**src/rtl/dma2d_pkg.sv**
```systemverilog
package dma2d_pkg;
  // What the address register does on a given cycle
  typedef enum logic [1:0] {
    STEP_HOLD   = 2'd0,
    STEP_X      = 2'd1,
    STEP_Y      = 2'd2,
    STEP_RELOAD = 2'd3
  } step_e;
endpackage

```
**src/rtl/dma2d_count_reg.sv**
```systemverilog
module dma2d_count_reg #(
  parameter int W = 16
) (
  input  logic         clk,
  input  logic         rst_n,
  input  logic         set,
  input  logic [W-1:0] set_val,
  input  logic         dec,
  output logic [W-1:0] cnt,
  output logic         at_last
);
  localparam logic [W-1:0] ONE = W'(1);

  always_ff @(posedge clk) begin
    if (!rst_n)   cnt <= '0;
    else if (set) cnt <= set_val;
    else if (dec) cnt <= cnt - ONE;
  end

  assign at_last = (cnt == ONE);

  AST_CNT_HOLD: assert property (@(posedge clk) disable iff (!rst_n)
    (!set && !dec) |=> $stable(cnt));

  AST_CNT_NO_UNDERFLOW: assert property (@(posedge clk) disable iff (!rst_n)
    (dec && !set) |-> (cnt != '0));
endmodule

```
**src/rtl/dma2d_addr_walk.sv**
```systemverilog
module dma2d_addr_walk
  import dma2d_pkg::*;
#(
  parameter int AW = 32,
  parameter int MW = 16
) (
  input  logic                 clk,
  input  logic                 rst_n,
  input  logic                 load,
  input  logic [AW-1:0]        start,
  input  step_e                step,
  input  logic signed [MW-1:0] x_mod,
  input  logic signed [MW-1:0] y_mod,
  output logic [AW-1:0]        addr
);
  logic [AW-1:0] start_q;

  // Address plus sign-extended stride, wrapping modulo 2^AW
  function automatic logic [AW-1:0] add_stride(input logic [AW-1:0] a,
                                               input logic signed [MW-1:0] m);
    return a + AW'(m);
  endfunction

  always_ff @(posedge clk) begin
    if (!rst_n) begin
      start_q <= '0;
      addr    <= '0;
    end else if (load) begin
      start_q <= start;
      addr    <= start;
    end else begin
      unique case (step)
        STEP_X:      addr <= add_stride(addr, x_mod);
        STEP_Y:      addr <= add_stride(addr, y_mod);
        STEP_RELOAD: addr <= start_q;
        default:     addr <= addr;
      endcase
    end
  end

  AST_RELOAD_START: assert property (@(posedge clk) disable iff (!rst_n)
    (!load && step == STEP_RELOAD) |=> (addr == start_q));

  AST_LOAD_START: assert property (@(posedge clk) disable iff (!rst_n)
    load |=> (addr == $past(start)));
endmodule

```
**src/rtl/dma2d_addr_gen.sv**
```systemverilog
module dma2d_addr_gen
  import dma2d_pkg::*;
#(
  parameter int AW = 32,
  parameter int CW = 16,
  parameter int MW = 16
) (
  input  logic                 clk,
  input  logic                 rst_n,
  input  logic                 cfg_load,
  input  logic [AW-1:0]        cfg_start,
  input  logic [CW-1:0]        cfg_x_count,
  input  logic signed [MW-1:0] cfg_x_mod,
  input  logic [CW-1:0]        cfg_y_count,
  input  logic signed [MW-1:0] cfg_y_mod,
  input  logic                 cfg_two_d,
  input  logic                 cfg_autobuf,
  input  logic                 cfg_irq_en,
  input  logic                 chan_disable,
  output logic                 addr_valid,
  input  logic                 addr_ready,
  output logic [AW-1:0]        addr_out,
  output logic                 busy,
  output logic                 unit_done,
  output logic                 irq,
  output logic                 cfg_err,
  output logic [CW-1:0]        cur_x,
  output logic [CW-1:0]        cur_y
);
  localparam logic [CW-1:0] ONE = CW'(1);

  // Captured configuration
  logic                 active_q, err_q, done_q, irq_q;
  logic                 autobuf_q, irq_en_q;
  logic [CW-1:0]        x_reload_q, y_reload_q;
  logic signed [MW-1:0] x_mod_q, y_mod_q;

  // Named internal events
  logic    cfg_bad, load_ok, beat, x_last, y_last, row_end, unit_end;
  logic    x_set, y_set, x_dec, y_dec;
  logic [CW-1:0] x_set_val, y_set_val, y_load_val;
  step_e   step;

  assign cfg_bad    = (cfg_x_count == '0) || (cfg_two_d && cfg_y_count == '0);
  assign load_ok    = cfg_load && !cfg_bad;
  assign beat       = active_q && addr_ready;
  assign row_end    = beat && x_last && !y_last;
  assign unit_end   = beat && x_last && y_last;
  assign y_load_val = cfg_two_d ? cfg_y_count : ONE;

  always_comb begin
    if (!beat)        step = STEP_HOLD;
    else if (!x_last) step = STEP_X;
    else if (!y_last) step = STEP_Y;
    else if (autobuf_q) step = STEP_RELOAD;
    else              step = STEP_HOLD;
  end

  assign x_set     = load_ok || row_end || (unit_end && autobuf_q);
  assign x_set_val = load_ok ? cfg_x_count : x_reload_q;
  assign x_dec     = beat && !x_last;
  assign y_set     = load_ok || (unit_end && autobuf_q);
  assign y_set_val = load_ok ? y_load_val : y_reload_q;
  assign y_dec     = row_end;

  always_ff @(posedge clk) begin
    if (!rst_n) begin
      active_q   <= 1'b0;
      err_q      <= 1'b0;
      done_q     <= 1'b0;
      irq_q      <= 1'b0;
      autobuf_q  <= 1'b0;
      irq_en_q   <= 1'b0;
      x_reload_q <= '0;
      y_reload_q <= '0;
      x_mod_q    <= '0;
      y_mod_q    <= '0;
    end else begin
      done_q <= unit_end;
      irq_q  <= unit_end && irq_en_q;
      if (cfg_load) begin
        err_q    <= cfg_bad;
        active_q <= !cfg_bad;
        if (!cfg_bad) begin
          autobuf_q  <= cfg_autobuf;
          irq_en_q   <= cfg_irq_en;
          x_reload_q <= cfg_x_count;
          y_reload_q <= y_load_val;
          x_mod_q    <= cfg_x_mod;
          y_mod_q    <= cfg_two_d ? cfg_y_mod : '0;
        end
      end else if (chan_disable) begin
        active_q <= 1'b0;
      end else if (unit_end && !autobuf_q) begin
        active_q <= 1'b0;
      end
    end
  end

  dma2d_count_reg #(.W(CW)) x_ctr_i (
    .clk(clk), .rst_n(rst_n), .set(x_set), .set_val(x_set_val),
    .dec(x_dec), .cnt(cur_x), .at_last(x_last)
  );

  dma2d_count_reg #(.W(CW)) y_ctr_i (
    .clk(clk), .rst_n(rst_n), .set(y_set), .set_val(y_set_val),
    .dec(y_dec), .cnt(cur_y), .at_last(y_last)
  );

  dma2d_addr_walk #(.AW(AW), .MW(MW)) walk_i (
    .clk(clk), .rst_n(rst_n), .load(load_ok), .start(cfg_start),
    .step(step), .x_mod(x_mod_q), .y_mod(y_mod_q), .addr(addr_out)
  );

  assign addr_valid = active_q;
  assign busy       = active_q;
  assign unit_done  = done_q;
  assign irq        = irq_q;
  assign cfg_err    = err_q;

  AST_X_STEP: assert property (@(posedge clk) disable iff (!rst_n)
    (beat && !x_last && !cfg_load) |=>
      (addr_out == $past(addr_out) + AW'($past(x_mod_q))));

  AST_ROW_STEP: assert property (@(posedge clk) disable iff (!rst_n)
    (row_end && !cfg_load) |=>
      (addr_out == $past(addr_out) + AW'($past(y_mod_q)) && cur_x == x_reload_q));

  AST_DONE_AFTER_END: assert property (@(posedge clk) disable iff (!rst_n)
    unit_end |=> unit_done);

  AST_IRQ_GATED: assert property (@(posedge clk) disable iff (!rst_n)
    irq |-> unit_done);

  AST_STOP_IDLE: assert property (@(posedge clk) disable iff (!rst_n)
    (unit_end && !autobuf_q && !cfg_load) |=> !busy);

  AST_AUTO_CONTINUE: assert property (@(posedge clk) disable iff (!rst_n)
    (unit_end && autobuf_q && !cfg_load && !chan_disable) |=>
      (busy && cur_x == x_reload_q && cur_y == y_reload_q));

  AST_ERR_NO_START: assert property (@(posedge clk) disable iff (!rst_n)
    (cfg_load && cfg_bad) |=> (cfg_err && !busy));

  AST_STALL_HOLD: assert property (@(posedge clk) disable iff (!rst_n)
    (addr_valid && !addr_ready && !cfg_load && !chan_disable) |=>
      ($stable(addr_out) && $stable(cur_x) && $stable(cur_y)));

  AST_COUNT_NONZERO: assert property (@(posedge clk) disable iff (!rst_n)
    busy |-> (cur_x != '0 && cur_y != '0));
endmodule

```
**config.mk**
```make
export PLATFORM = sky130hd
export DESIGN_NAME = dma2d_addr_gen
export DESIGN_NICKNAME = d
export VERILOG_FILES = /design/src/rtl/dma2d_pkg.sv /design/src/rtl/dma2d_count_reg.sv /design/src/rtl/dma2d_addr_walk.sv /design/src/rtl/dma2d_addr_gen.sv
export SDC_FILE = /design/constraint.sdc
export NUM_CORES = 1
export LEC_CHECK = 0
export ABC_AREA = 1
export BUFFER_PORTS_ARGS = -buffer_cell sky130_fd_sc_hd__buf_4
export CAP_MARGIN = 5
export CORE_MARGIN = 2
export CORE_UTILIZATION = 35
export DETAILED_ROUTE_END_ITERATION = 16
export MAX_ROUTING_LAYER = met4
export SKIP_LAST_GASP = 1
export SLEW_MARGIN = 5
export SYNTH_ARGS = -nofsm -noshare
export SYNTH_HDL_FRONTEND = slang
export SYNTH_SLANG_ARGS = --single-unit
```
**constraint.sdc**
```tcl
create_clock -name clk -period 5.2 [get_ports clk]
set_input_delay 0.78 -clock clk [delete_from_list [all_inputs] [get_ports clk]]
set_output_delay 0.78 -clock clk [all_outputs]
set_load 0.01 [all_outputs]
```
# Yosys cells after proc, flatten, opt, wreduce, memory -nomap -nowiden

Cells that the tools add are included.

Register bits after elaboration: 166
Logic and storage cells: 66

Add/sub/neg operators: 4
Equality and inequality tests: 5
Mux-type cells: 17
Bitwise gates (word level): 1
Reduce and logical (&&, ||, !) cells: 25

Operators with widths:

| kind                                                                  | count |
|---|---|
| 16-bit 2-to-1 mux                                                     | 8 |
| 32-bit one-hot mux with 3 select lines                                | 1 |
| 32-bit adder                                                          | 2 |
| 16-bit by 1-bit == test with 1-bit output (second input constant)     | 2 |
| 16-bit logical NOT                                                    | 2 |
| 32-bit 2-to-1 mux                                                     | 1 |
| 16-bit by 1-bit subtractor with 16-bit output (second input constant) | 2 |
| 1-bit logical AND                                                     | 10 |
| 2-bit 2-to-1 mux                                                      | 4 |
| 2-bit == test (second input constant)                                 | 2 |
| 1-bit logical NOT                                                     | 4 |
| 1-bit logical OR                                                      | 4 |
| 2-bit nonzero test                                                    | 2 |
| 4-bit nonzero test                                                    | 1 |
| 1-bit 2-to-1 mux                                                      | 3 |
| 3-bit nonzero test                                                    | 1 |
| 2-bit by 1-bit == test with 1-bit output (second input constant)      | 1 |
| 2-bit AND reduction                                                   | 1 |
| 1-bit inverter                                                        | 1 |

# Longest topological paths before layout

Gate-level depths: netlist of run 1.

Depth in word-level cells: 8
Gate-level depth with buffers: 25
Gate-level depth less buffers: 23

# Hierarchy

A second synthesis of run 1 with hierarchy kept.

Cells, all modules: 1803
Area, all modules: 11074.4 um^2

By module, submodules not included:

| module          | instances | cells an instance | area each (um^2) | seq. area each (um^2) |
|---|---|---|---|---|
| dma2d_addr_walk | 1         | 888               | 5311.3           | 1281.2 |
| dma2d_addr_gen  | 1         | 571               | 3515.9           | 1401.3 |
| dma2d_count_reg | 2         | 172               | 1123.6           | 320.3 |

# Least setup slack after synthesis of run 1

Ideal clock, no wire load.

Path kind: in2reg
Start: input port addr_ready
End: register walk_i.addr[28]
Setup time: 117 ps
Data arrival time: 3305 ps
Data required time: 5083 ps
Slack: 1778 ps
Stages: 20
Path through: nand2_1 > inv_1 > nand3_1 > clkbuf_1 > buf_2 > nand2_1 > o21ai_0 > ha_1 > inv_1 > fa_1 > o21ai_0 > nand2_1 > nand2_1 > nand2_1 > nand2_1 > nand3_1 > nand3_1 > nand3_1 > a21oi_1 > nor2_1

Word-level cells in the longest chain between the ends: 5

RTL lines:

| what                                                                             | line                  | RTL |
|---|---|---|
| start: declaration                                                               | dma2d_addr_gen.sv:21  | `input logic addr_ready,` |
| 1-bit logical AND (*)                                                            | dma2d_addr_gen.sv:46  | `assign beat = active_q && addr_ready;` |
| 2-bit 2-to-1 mux (*)                                                             | dma2d_addr_gen.sv:52  | `if (!beat) step = STEP_HOLD;` |
| 2-bit == test / 2-bit by 1-bit == test with 1-bit output (equally long branches) | dma2d_addr_walk.sv:32 | `unique case (step)` |
| 32-bit one-hot mux with 3 select lines                                           | dma2d_addr_walk.sv:32 |  |
| 32-bit 2-to-1 mux                                                                | dma2d_addr_walk.sv:28 | `end else if (load) begin` |
| end signal: assignment                                                           | dma2d_addr_walk.sv:30 | `addr <= start;` |
| end signal: assignment                                                           | dma2d_addr_walk.sv:33 | `STEP_X: addr <= add_stride(addr, x_mod);` |
| end signal: assignment                                                           | dma2d_addr_walk.sv:34 | `STEP_Y: addr <= add_stride(addr, y_mod);` |
| end: declaration                                                                 | dma2d_addr_walk.sv:14 | `output logic [AW-1:0] addr` |

Mark *: on every way between the ends. The rest lies on a longest branch, timed or not.
A chain may end at the register's enable or synchronous reset.

# Final worst setup path of run 1

Start: register x_ctr_i.cnt[1]
End: register walk_i.addr[29]

Word-level cells in the longest chain between the ends: 6

RTL lines:

| what                                                                             | line                  | RTL |
|---|---|---|
| start: declaration                                                               | dma2d_count_reg.sv:9  | `output logic [W-1:0] cnt,` |
| start signal: assignment                                                         | dma2d_count_reg.sv:16 | `else if (set) cnt <= set_val;` |
| start signal: assignment                                                         | dma2d_count_reg.sv:17 | `else if (dec) cnt <= cnt - ONE;` |
| 16-bit by 1-bit == test with 1-bit output (*)                                    | dma2d_count_reg.sv:20 | `assign at_last = (cnt == ONE);` |
| 2-bit 2-to-1 mux (*)                                                             | dma2d_addr_gen.sv:53  | `else if (!x_last) step = STEP_X;` |
| 2-bit 2-to-1 mux (*)                                                             | dma2d_addr_gen.sv:52  |  |
| 2-bit == test / 2-bit by 1-bit == test with 1-bit output (equally long branches) | dma2d_addr_walk.sv:32 |  |
| 32-bit one-hot mux with 3 select lines                                           | dma2d_addr_walk.sv:32 |  |
| 32-bit 2-to-1 mux                                                                | dma2d_addr_walk.sv:28 |  |

Marked as above.

==> results of run 1 <==
[Yosys cell counts]
cell type / instances / area, µm²
a211oi_1: 1 / 7.51
a21o_1: 4 / 30.0
a21oi_1: 123 / 616
a22o_1: 1 / 8.76
buf_2: 28 / 140
buf_4: 9 / 67.6
buf_6: 3 / 33.8
clkbuf_1: 30 / 113
dfxtp_1: 166 / 3320
fa_1: 1 / 20.0
ha_1: 37 / 463
inv_1: 216 / 811
inv_2: 7 / 26.3
nand2_1: 443 / 1660
nand2_2: 3 / 18.8
nand3_1: 103 / 515
nand3_2: 1 / 10.0
nand4_1: 12 / 75.1
nor2_1: 148 / 556
nor2_2: 3 / 18.8
nor2_4: 1 / 11.3
nor3_1: 13 / 65.1
nor3_2: 1 / 10.0
nor4_1: 6 / 37.5
o211ai_1: 19 / 143
o211ai_2: 1 / 12.5
o21a_1: 1 / 7.51
o21ai_0: 85 / 425
o21ai_1: 31 / 155
o21bai_1: 6 / 45.0
o22ai_1: 16 / 100
o311ai_0: 1 / 8.76
o31ai_1: 2 / 15.0
or2_0: 1 / 6.26
or2_1: 3 / 18.8
or2_2: 7 / 43.8
xnor2_1: 11 / 96.3
xor2_1: 29 / 254
[cell usage in the layout, fill, tap and decap left out, drive strengths merged, types with 12 or more instances in the layout]
master	instances
a21oi	123
buf	181
clkbuf	18
dfxtp	166
ha	37
inv	226
nand2	446
nand3	104
nand4	12
nor2	152
nor3	14
o211ai	20
o21ai	116
o22ai	16
xor2	29
[worst register-to-register path, cell delays in order (launching register included)]
cell and delay, ns:
dfxtp_1 0.32, inv_1 0.13, ha_1 0.16, inv_1 0.05, nor2_1 0.08, nand4_1 0.10, nor2_2 0.24, nand3_1 0.45
nand2_1 0.25, nand2_1 0.48, ha_1 0.56, a21oi_1 0.28, nor2_1 0.08, nor2_1 0.14, nand2_1 0.07, inv_1 0.10
nor2_1 0.08, nor2_1 0.13, nand2_1 0.07, nand2_1 0.06, nand3_1 0.11, a21oi_1 0.16, nor2_1 0.05
[area by class of cell]
type	instances	area share
flip-flops and latches	166	0.276
well taps	378	0.0393
multi-input cells	1114	0.454
clock buffers	18	0.0356
clock inverters	13	0.0123
inverters	223	0.0696
repair buffers	181	0.114
[flip-flops by register name (all words and copies together) (netlist names)]
name and flops:
walk_i.addr 32, walk_i.start_q 32, x_ctr_i.cnt 16, x_mod_q 16
x_reload_q 16, y_ctr_i.cnt 16, y_mod_q 16, y_reload_q 16
addr_valid 1, autobuf_q 1, cfg_err 1, irq 1
irq_en_q 1, unit_done 1
[cells by family after synthesis]
logic type / count (synthesis) / share of synthesized area
simple gates: 745 / 0.306
buf+inv: 293 / 0.119
xor+xnor: 40 / 0.0351
compound gates: 291 / 0.158
flops: 166 / 0.333
fa+ha+maj: 38 / 0.0484
[power breakdown]
group | switching [µW] | total [µW] | internal (µW)
clock | 569 | 1280 | 712
sequential | 70.2 | 1420 | 1350
combinational | 440 | 739 | 299
[per-stage QoR]
stage,util,area (µm²),cells,worst slack [ns]
3_5_place_dp,0.411,11500,2062,0.885
4_1_cts,0.431,12000,2093,0.925
5_1_grt,0.431,12000,2093,0.456
2_1_floorplan,-,9970,1573,1.78
6_report,0.431,12000,2093,0.913
3_3_place_gp,0.411,11500,2062,0.860
[per-layer routing]
| layer | vias to the layer above | part of all wire | GRT usage |
|---|---|---|---|
| met5 | - | 0 | - |
| met3 | 30 | 0.054 | 0.0354 |
| li1 | 5261 | - | - |
| met2 | 280 | 0.45 | 0.346 |
| met1 | 4595 | 0.48 | 0.289 |
| met4 | 0 | 0.016 | 0.0540 |
[worst paths after layout]
check | startpoint | to | slack (ns) | cells after the start
setup reg to reg | x_ctr_i.cnt[1] | walk_i.addr[29] | 0.91 | 22
hold / removal | walk_i.start_q[15] | walk_i.start_q[15] | 0.46 | 2
hold reg to reg | walk_i.start_q[15] | walk_i.start_q[15] | 0.46 | 2
setup / recovery | x_ctr_i.cnt[1] | walk_i.addr[29] | 0.91 | 22
==> results.json, run 1 <==
{
  "yosysSeqAreaShare": 0.333,
  "cpMaxStageDelayCell": "ha_1",
  "cts_tree": "done",
  "grt_antenna_before_repair": 0,
  "cap_violations": 0,
  "num_vias": 10200,
  "status": "finished clean",
  "synth_nets": 1715,
  "period_share": 0.824,
  "layout-drive-gt1-share": 0.137,
  "core_area_um2": 27900,
  "synthCells": 1573,
  "fmax_mhz": 233,
  "cp_num_buf_inv": 3,
  "irDropWorstVdd_uv": 185,
  "ys_ff_latch": 166,
  "fp-row-count": 61,
  "hold_buffers": 0,
  "skew_ns": 0.0159,
  "hold_slack_ns": 0.464,
  "gp_congestion": 0.923,
  "tns_ns": 0,
  "hp-class": "reg -> reg",
  "grt_use_total": 0.218,
  "drc": 0,
  "path_clk_slew_ns": 0.07,
  "endpoint_kind": "flop",
  "slew_headroom": 0.173,
  "rsz0062_at_grt": "false",
  "hold_violations": 0,
  "p_leak_uw": 0.00600,
  "viasPerCell": 4.86,
  "dr.pass1.iters": 5,
  "slew_viol_final": 0,
  "clkLatencyLatePin_ns": 0.44,
  "gr-total-overflow": 0,
  "dp_hpwl_mm": 23.4,
  "start_kind": "flop",
  "seq_area_um2": 3320,
  "cts_made_buffers": 17,
  "grt_max_degree": 147,
  "numClockSinks": 166,
  "syn_avg_cell_area_um2": 6.34,
  "drtAntennaViolNets": 0,
  "synth.cell_area_um2": 9970,
  "post_cts_resized": 0,
  "grt_pass1_vias": 9673,
  "dieHeight_um": 173,
  "worstPathArrival_ns": 4.61,
  "tightest_slew_ns": 1.24,
  "path_cells": "inv_1, ha_1, inv_1, nor2_1, nand4_1, nor2_2, nand3_1, nand2_1, nand2_1, ha_1, a21oi_1, nor2_1, nor2_1, nand2_1, inv_1, nor2_1, nor2_1, nand2_1, nand2_1, nand3_1, a21oi_1, nor2_1",
  "die-area_um2": 29900,
  "ys_types": 38,
  "max_stage_delay_ns": 0.55,
  "totalWireLength_mm": 31.7,
  "grt_pass1_wl_mm": 51.0,
  "wl_per_cell_um": 15.2,
  "h-tree-depth": 4,
  "yosysWarningCount": 0,
  "cts_setup_buffers": 0,
  "synthToLayoutAreaGrowth_pct": 20.8,
  "cellPowerDensity_nw_per_um2": 286,
  "report.final.setup_viol": 0,
  "multiInputGateArea_um2": 5460,
  "cp.required_ns": 5.52,
  "crit_fanout": 18,
  "portBuffers": 172,
  "critPathKind": "reg -> reg",
  "fillCellCount": 2998,
  "finalNetCount": 1845,
  "period_needed_ns": 4.29,
  "p_total_uw": 3450,
  "root_buffer": "clkbuf_16",
  "num_antenna_cells": 0,
  "die_x_um": 173,
  "critPathMostFrequentCell": "nor2_1",
  "clk_path_buf_depth": 2,
  "dr.first_iter.drc_count": 699,
  "num_io_pins": 173,
  "start_util": 0.357,
  "critPathTopFamily": "simple AND/OR/NAND/NOR gates"
}
No activity file was read; power rests on OpenSTA's default activity.
==> run 2, diff against run 1 <==
ABC_AREA = 0   (was 1)
clock period = 3.6 ns   (was 5.2 ns; I/O delays follow)
==> run 2 against run 1 <==
Against the previous run:
- the run now ends with negative setup slack left
- synthesized area decreased by 9.5%
- wire length decreased by 2.0%
- global-route usage grew 0.94 points
- critical path type unchanged
- largest power group unchanged
==> results.json, run 2 <==
{
  "cap_violations": 0,
  "h-tree-depth": 4,
  "dr.first_iter.drc_count": 591,
  "finalNetCount": 1615,
  "syn_avg_cell_area_um2": 7.64,
  "grt.met2_usage": 0.380,
  "fp-row-count": 58,
  "synth_nets": 1324,
  "max_stage_delay_ns": 0.54,
  "dieHeight_um": 165,
  "num_antenna_cells": 0,
  "pre_cts_ws_ns": -0.508,
  "die_x_um": 165,
  "busiest_layer": "met2",
  "slew_headroom": 0.504,
  "cp.required_ns": 3.90,
  "totalWireLength_mm": 31.1,
  "endpoint_kind": "flop",
  "status": "finished, violations left",
  "tns_ns": -6.56,
  "layout_common_cells": "buf_4 (328), nand2_1 (243), a21oi_1 (167)",
  "path_clk_slew_ns": 0.07,
  "reg_top3": "walk_i.addr x32, walk_i.start_q x32",
  "cp_num_buf_inv": 3,
  "fmax_mhz": 245,
  "dp_hpwl_mm": 22.3,
  "combPwrFrac": 0.237,
  "grt_use_met1": 0.290,
  "gp_congestion": 0.892,
  "cts_made_buffers": 17,
  "synth.cell_area_um2": 9030,
  "fin_util": 0.524,
  "num_io_pins": 173,
  "critPathTopFamily": "simple AND/OR/NAND/NOR gates",
  "core_area_um2": 25300,
  "drc": 0,
  "start_util": 0.357,
  "hp-class": "in -> reg",
  "gr-total-overflow": 0,
  "grt_use_total": 0.227,
  "synth_top_flop_cell": "dfxtp_1",
  "num_vias": 9746,
  "cpMaxStageDelayCell": "or4_4",
  "slew_viol_final": 0,
  "clk_path_buf_depth": 2,
  "synth_top_area_cell": "dfxtp_1",
  "hold_start": "cfg_x_mod[11]",
  "period_needed_ns": 4.08,
  "grt_pass1_vias": 9168,
  "portBuffers": 172,
  "synth_most_common_cell": "nand2_1",
  "swShare": 0.300,
  "grt_use_met3": 0.0359,
  "yosys-top-cells-count": "nand2_1 (251), a21oi_1 (178), dfxtp_1 (166), o21ai_0 (71), nor2_1 (68)",
  "numClockSinks": 166,
  "clkLatencyLatePin_ns": 0.44,
  "violations": "negative setup slack",
  "drtAntennaViolNets": 0,
  "rsz0062_at_grt": "true",
  "root_buffer": "clkbuf_16",
  "report.final.setup_viol": 25,
  "skew_ns": 0.0148,
  "setup.worst_path.start": "x_ctr_i.cnt[9]",
  "ys_ff_latch": 166,
  "hold_violations": 0,
  "irDropWorstVdd_uv": 305,
  "fin_ws_ns": -0.480,
  "seq_power_share": 0.395,
  "period_share": 1.13,
  "synthTopCellsByArea": "dfxtp_1 (37%), nand2_1 (10%), a21oi_1 (9.9%), ha_1 (5.1%), o21ai_0 (3.9%)",
  "synth_top_area_frac": 0.368,
  "p_clk_frac": 0.368,
  "crit_fanout": 6,
  "grt_pass1_wl_mm": 47.3,
  "grt_max_degree": 64,
  "synth_edf_count": 0,
  "grt_antenna_before_repair": 0,
  "p_int_uw": 3610,
  "cellPowerDensity_nw_per_um2": 389,
  "dr.pass1.iters": 6,
  "tightest_slew_ns": 0.738,
  "die-area_um2": 27100,
  "cts_tree": "done",
  "r2r-start": "x_ctr_i.cnt[9]",
  "path_cells": "or4_4, nand4b_4, nor2_4, and2_4, buf_12, clkbuf_16, mux2_2, ha_4, buf_4, o21ai_0, nand2b_1, o2111ai_2, nand3_1, a221o_1, a21o_1, a221oi_2, mux2i_1, a21oi_1",
  "ys_types": 71,
  "wl_per_cell_um": 17.1,
  "placedCellCount": 1770,
  "p_sw_uw": 1540,
  "viasPerCell": 5.37,
  "worstPathArrival_ns": 4.38,
  "yosysWarningCount": 0,
  "layout-drive-gt1-share": 0.338,
  "yosysSeqAreaShare": 0.368,
  "synthToLayoutAreaGrowth_pct": 46.5,
  "synthCells": 1182,
  "p_leak_uw": 0.00555,
  "critPathKind": "reg -> reg",
  "start_kind": "flop",
  "async_reset_ff_frac": 0,
  "final_common_cell": "buf_4",
  "finalNonFillerCells": 1816,
  "hold_slack_ns": 0.349
}
[run 2: cells by family (layout without fill, tap and decap cells)]
kind of cell / Yosys count / after routing / synth area share
multiplexers: 20 / 20 / 0.0243
flip-flops: 166 / 166 / 0.368
buffers and inverters: 90 / 394 / 0.0406
AO/OA/AOI/OAI: 371 / 371 / 0.244
XOR/XNOR: 44 / 44 / 0.0427
adder cells (fa/ha/maj): 38 / 38 / 0.0535
AND/OR/NAND/NOR: 453 / 453 / 0.227
[run 2: per-stage QoR]
| stage | total power [µW] | instance area [µm²] |
|---|---|---|
| floorplan | 2650 | 9250 |
| global placement | 3180 | 11900 |
| detailed placement | 3190 | 11900 |
| CTS | 5100 | 12700 |
| global route | 5400 | 13200 |
| finish | 5150 | 13200 |
[run 2: final timing paths]
| path | endpoint | slack (ns) | depth (start not counted) |
|---|---|---|---|
| setup / recovery | walk_i.addr[31] | -0.48 | 18 |
| hold / removal | x_mod_q[11] | 0.35 | 3 |
| setup reg to reg | walk_i.addr[31] | -0.48 | 18 |
| hold reg to reg | walk_i.start_q[1] | 0.46 | 2 |
[run 2: cell type report]
type	count	area [µm²]
clock buffer	19	443
clock inverter	13	163
fill	2425	12000
inverter	16	67.6
multi-input combinational	926	6070
sequential	166	3330
tap	330	413
timing repair buffer	346	2740
[run 2: metal layers]
layer	wire length, µm	share of wire	vias to the layer above
li1	-	-	4802
met1	13900	0.45	4625
met2	15200	0.49	276
met3	1550	0.050	43
met4	436	0.014	0
met5	0	0	-
[run 2: repair_timing]
item / 4_1_cts / 5_1_grt
pin swaps: 12 / 71
hold buffers: 0 / 0
endpoints found under the setup margin: 24 / 26
setup buffers: 3 / 11
gates cloned: 0 / 1
gates resized for setup: 24 / 87
[run 2: power by group through the flow]
stage | Clock (µW) | Combinational (µW) | Sequential [µW]
floorplan | 0 | 568 | 2090
global placement | 0 | 1110 | 2070
detailed placement | 0 | 1120 | 2070
CTS | 1930 | 1140 | 2030
global route | 2020 | 1340 | 2050
finish | 1900 | 1220 | 2030
[run 2: worst register-to-register path, cell delays in order, from the launching register on]
cell	delay [ns]
dfxtp_4	0.34
or4_4	0.54
nand4b_4	0.21
nor2_4	0.10
and2_4	0.18
buf_12	0.13
clkbuf_16	0.15
mux2_2	0.36
ha_4	0.18
buf_4	0.14
o21ai_0	0.19
nand2b_1	0.10
o2111ai_2	0.09
nand3_1	0.11
a221o_1	0.37
a21o_1	0.19
a221oi_2	0.28
mux2i_1	0.22
a21oi_1	0.08
==> run 3, diff against run 2 <==
SKIP_LAST_GASP = unset   (was 1)
==> run 3 against run 2 <==
Against the previous run:
- the run still ends with negative setup slack left
- final cell count decreased by 0.11%
- via count decreased by 0.32%
- sequential share of layout area about the same
- global-route usage about the same
- die area unchanged
- hold slack got worse by 0.0068 ns
- wire length about the same
- flip-flop and latch count unchanged
- first-iteration DRC count decreased by 11%
- combinational power about the same
- non-clock buffer count decreased by 2
- largest cell class unchanged
==> results.json, run 3 (synthesized netlist as in run 2, its figures left out) <==
{
  "finalInstanceArea_um2": 13200,
  "layout_common_cells": "buf_4 (327), nand2_1 (244), a21oi_1 (166)",
  "cap_violations": 0,
  "clk_path_buf_depth": 2,
  "tns_ns": -5.65,
  "path_clk_slew_ns": 0.07,
  "critPathKind": "reg -> reg",
  "grt_max_degree": 64,
  "critPathTopFamily": "simple AND/OR/NAND/NOR gates",
  "core_area_um2": 25300,
  "grt_pass1_vias": 9197,
  "endpoint_kind": "flop",
  "fp-row-count": 58,
  "gr-total-overflow": 0,
  "drtAntennaViolNets": 0,
  "gp_congestion": 0.892,
  "cp_num_buf_inv": 2,
  "portBuffers": 172,
  "fin_ws_ns": -0.481,
  "synthToLayoutAreaGrowth_pct": 46.6,
  "fillCellCount": 2425,
  "period_share": 1.13,
  "p_total_uw": 5160,
  "totalWireLength_mm": 31.1,
  "slew_viol_final": 0,
  "finalNetCount": 1613,
  "layout-drive-gt1-share": 0.340,
  "cpMaxStageDelayCell": "or4_4",
  "cts_tree": "done",
  "tightest_slew_ns": 0.715,
  "numClockSinks": 166,
  "path_cells": "or4_4, nand4b_4, nor2_4, and2_4, buf_4, mux2_4, ha_4, inv_2, fa_2, nor2b_4, o2111ai_4, a21oi_4, nor3b_2, o22ai_2, a221oi_2, o41a_1, or4_1, nand2_1",
  "die-area_um2": 27100,
  "cts_made_buffers": 17,
  "dr.first_iter.drc_count": 524,
  "num_antenna_cells": 0,
  "status": "finished, violations left",
  "h-tree-depth": 4,
  "num_io_pins": 173,
  "pre_cts_ws_ns": -0.508,
  "reg_top3": "walk_i.addr x32, walk_i.start_q x32",
  "report.final.setup_viol": 24,
  "seq_area_um2": 3330,
  "wl_per_cell_um": 17.2,
  "skew_ns": 0.0145,
  "rsz0062_at_grt": "true",
  "dr.pass1.iters": 5,
  "drc": 0,
  "fmax_mhz": 245,
  "dp_hpwl_mm": 22.3,
  "num_vias": 9715,
  "viasPerCell": 5.36,
  "start_kind": "flop",
  "grt_use_total": 0.228,
  "grt_antenna_before_repair": 0,
  "final_common_cell": "buf_4",
  "hp-class": "in -> reg",
  "period_needed_ns": 4.08,
  "grt_pass1_wl_mm": 47.4,
  "clkLatencyLatePin_ns": 0.44,
  "hold_violations": 0,
  "cellPowerDensity_nw_per_um2": 390,
  "max_stage_delay_ns": 0.53,
  "worstPathArrival_ns": 4.45,
  "die_x_um": 165,
  "slew_headroom": 0.519,
  "start_util": 0.357,
  "multiInputGateArea_um2": 6100,
  "p_leak_uw": 0.00557,
  "dieHeight_um": 165,
  "crit_fanout": 6,
  "root_buffer": "clkbuf_16",
  "violations": "negative setup slack",
  "irDropWorstVdd_uv": 311,
  "cp.required_ns": 3.97,
  "placed_cell_area_um2": 11900
}
==> run 3: changes by cell type in the layout (fill, tap and decap cells not counted), moves of 2 or more <==
| cell | delta |
|---|---|
| ha_1 | +4 |
| ha_2 | -3 |
| xor2_2 | +2 |
| nand3_1 | -2 |
| xor2_1 | -2 |
| nand3_2 | +2 |
==> run 3: metrics by stage <==
stage | utilization | hold WS (ns) | cells
floorplan | - | 0.428 | 1182
global placement | 0.472 | 0.441 | 1770
detailed placement | 0.472 | 0.447 | 1770
CTS | 0.503 | 0.335 | 1805
global route | 0.524 | 0.344 | 1814
finish | 0.524 | 0.342 | 1814
==> run 3: worst register-to-register path, stage by stage (launching register included) <==
cell       delay (ns)
dfxtp_4          0.34
or4_4            0.53
nand4b_4         0.21
nor2_4           0.12
and2_4           0.25
buf_4            0.15
mux2_4           0.16
ha_4             0.14
inv_2            0.04
fa_2             0.36
nor2b_4          0.15
o2111ai_4        0.17
a21oi_4          0.18
nor3b_2          0.08
o22ai_2          0.23
a221oi_2         0.11
o41a_1           0.34
or4_1            0.41
nand2_1          0.08
==> run 3: layout make-up <==
type,instances,area share
timing repair buffer,344,0.205
multi-input combinational,926,0.461
inverter,16,0.00492
tap,330,0.0312
clock buffer,19,0.0335
clock inverter,13,0.0123
sequential,166,0.252
==> run 3: power breakdown <==
group	leakage, µW	total (µW)	internal [µW]	switching (µW)
combinational	0.00391	1220	596	628
sequential	0.00137	2030	1950	86.3
clock	0.000292	1900	1060	834
total	0.00557	5160	3610	1550
==> run 3: path summary, 6_finish.rpt <==
kind                                      from         endpoint  slack, ns  cells past startpoint
worst max-delay path            x_ctr_i.cnt[9]  walk_i.addr[24]      -0.48                     18
worst min register to register      x_mod_q[4]       x_mod_q[4]       0.46                      2
worst min-delay path             cfg_x_mod[11]      x_mod_q[11]       0.34                      3
worst max register to register  x_ctr_i.cnt[9]  walk_i.addr[24]      -0.48                     18
==> run 3: layer usage <==
metal,track usage,part of all wire,vias up
li1,-,-,4789
met1,0.289,0.44,4632
met2,0.382,0.49,262
met3,0.0359,0.053,32
met4,0.0506,0.014,0
met5,-,0,-
==> run 3: what timing repair did <==
item	in CTS	in global routing
hold buffers	0	0
gates cloned	0	1
setup endpoints to repair	24	26
endpoints found under the hold margin	0	0
buffers inserted	3	9
pin swaps	12	44
resized for setup	31	84
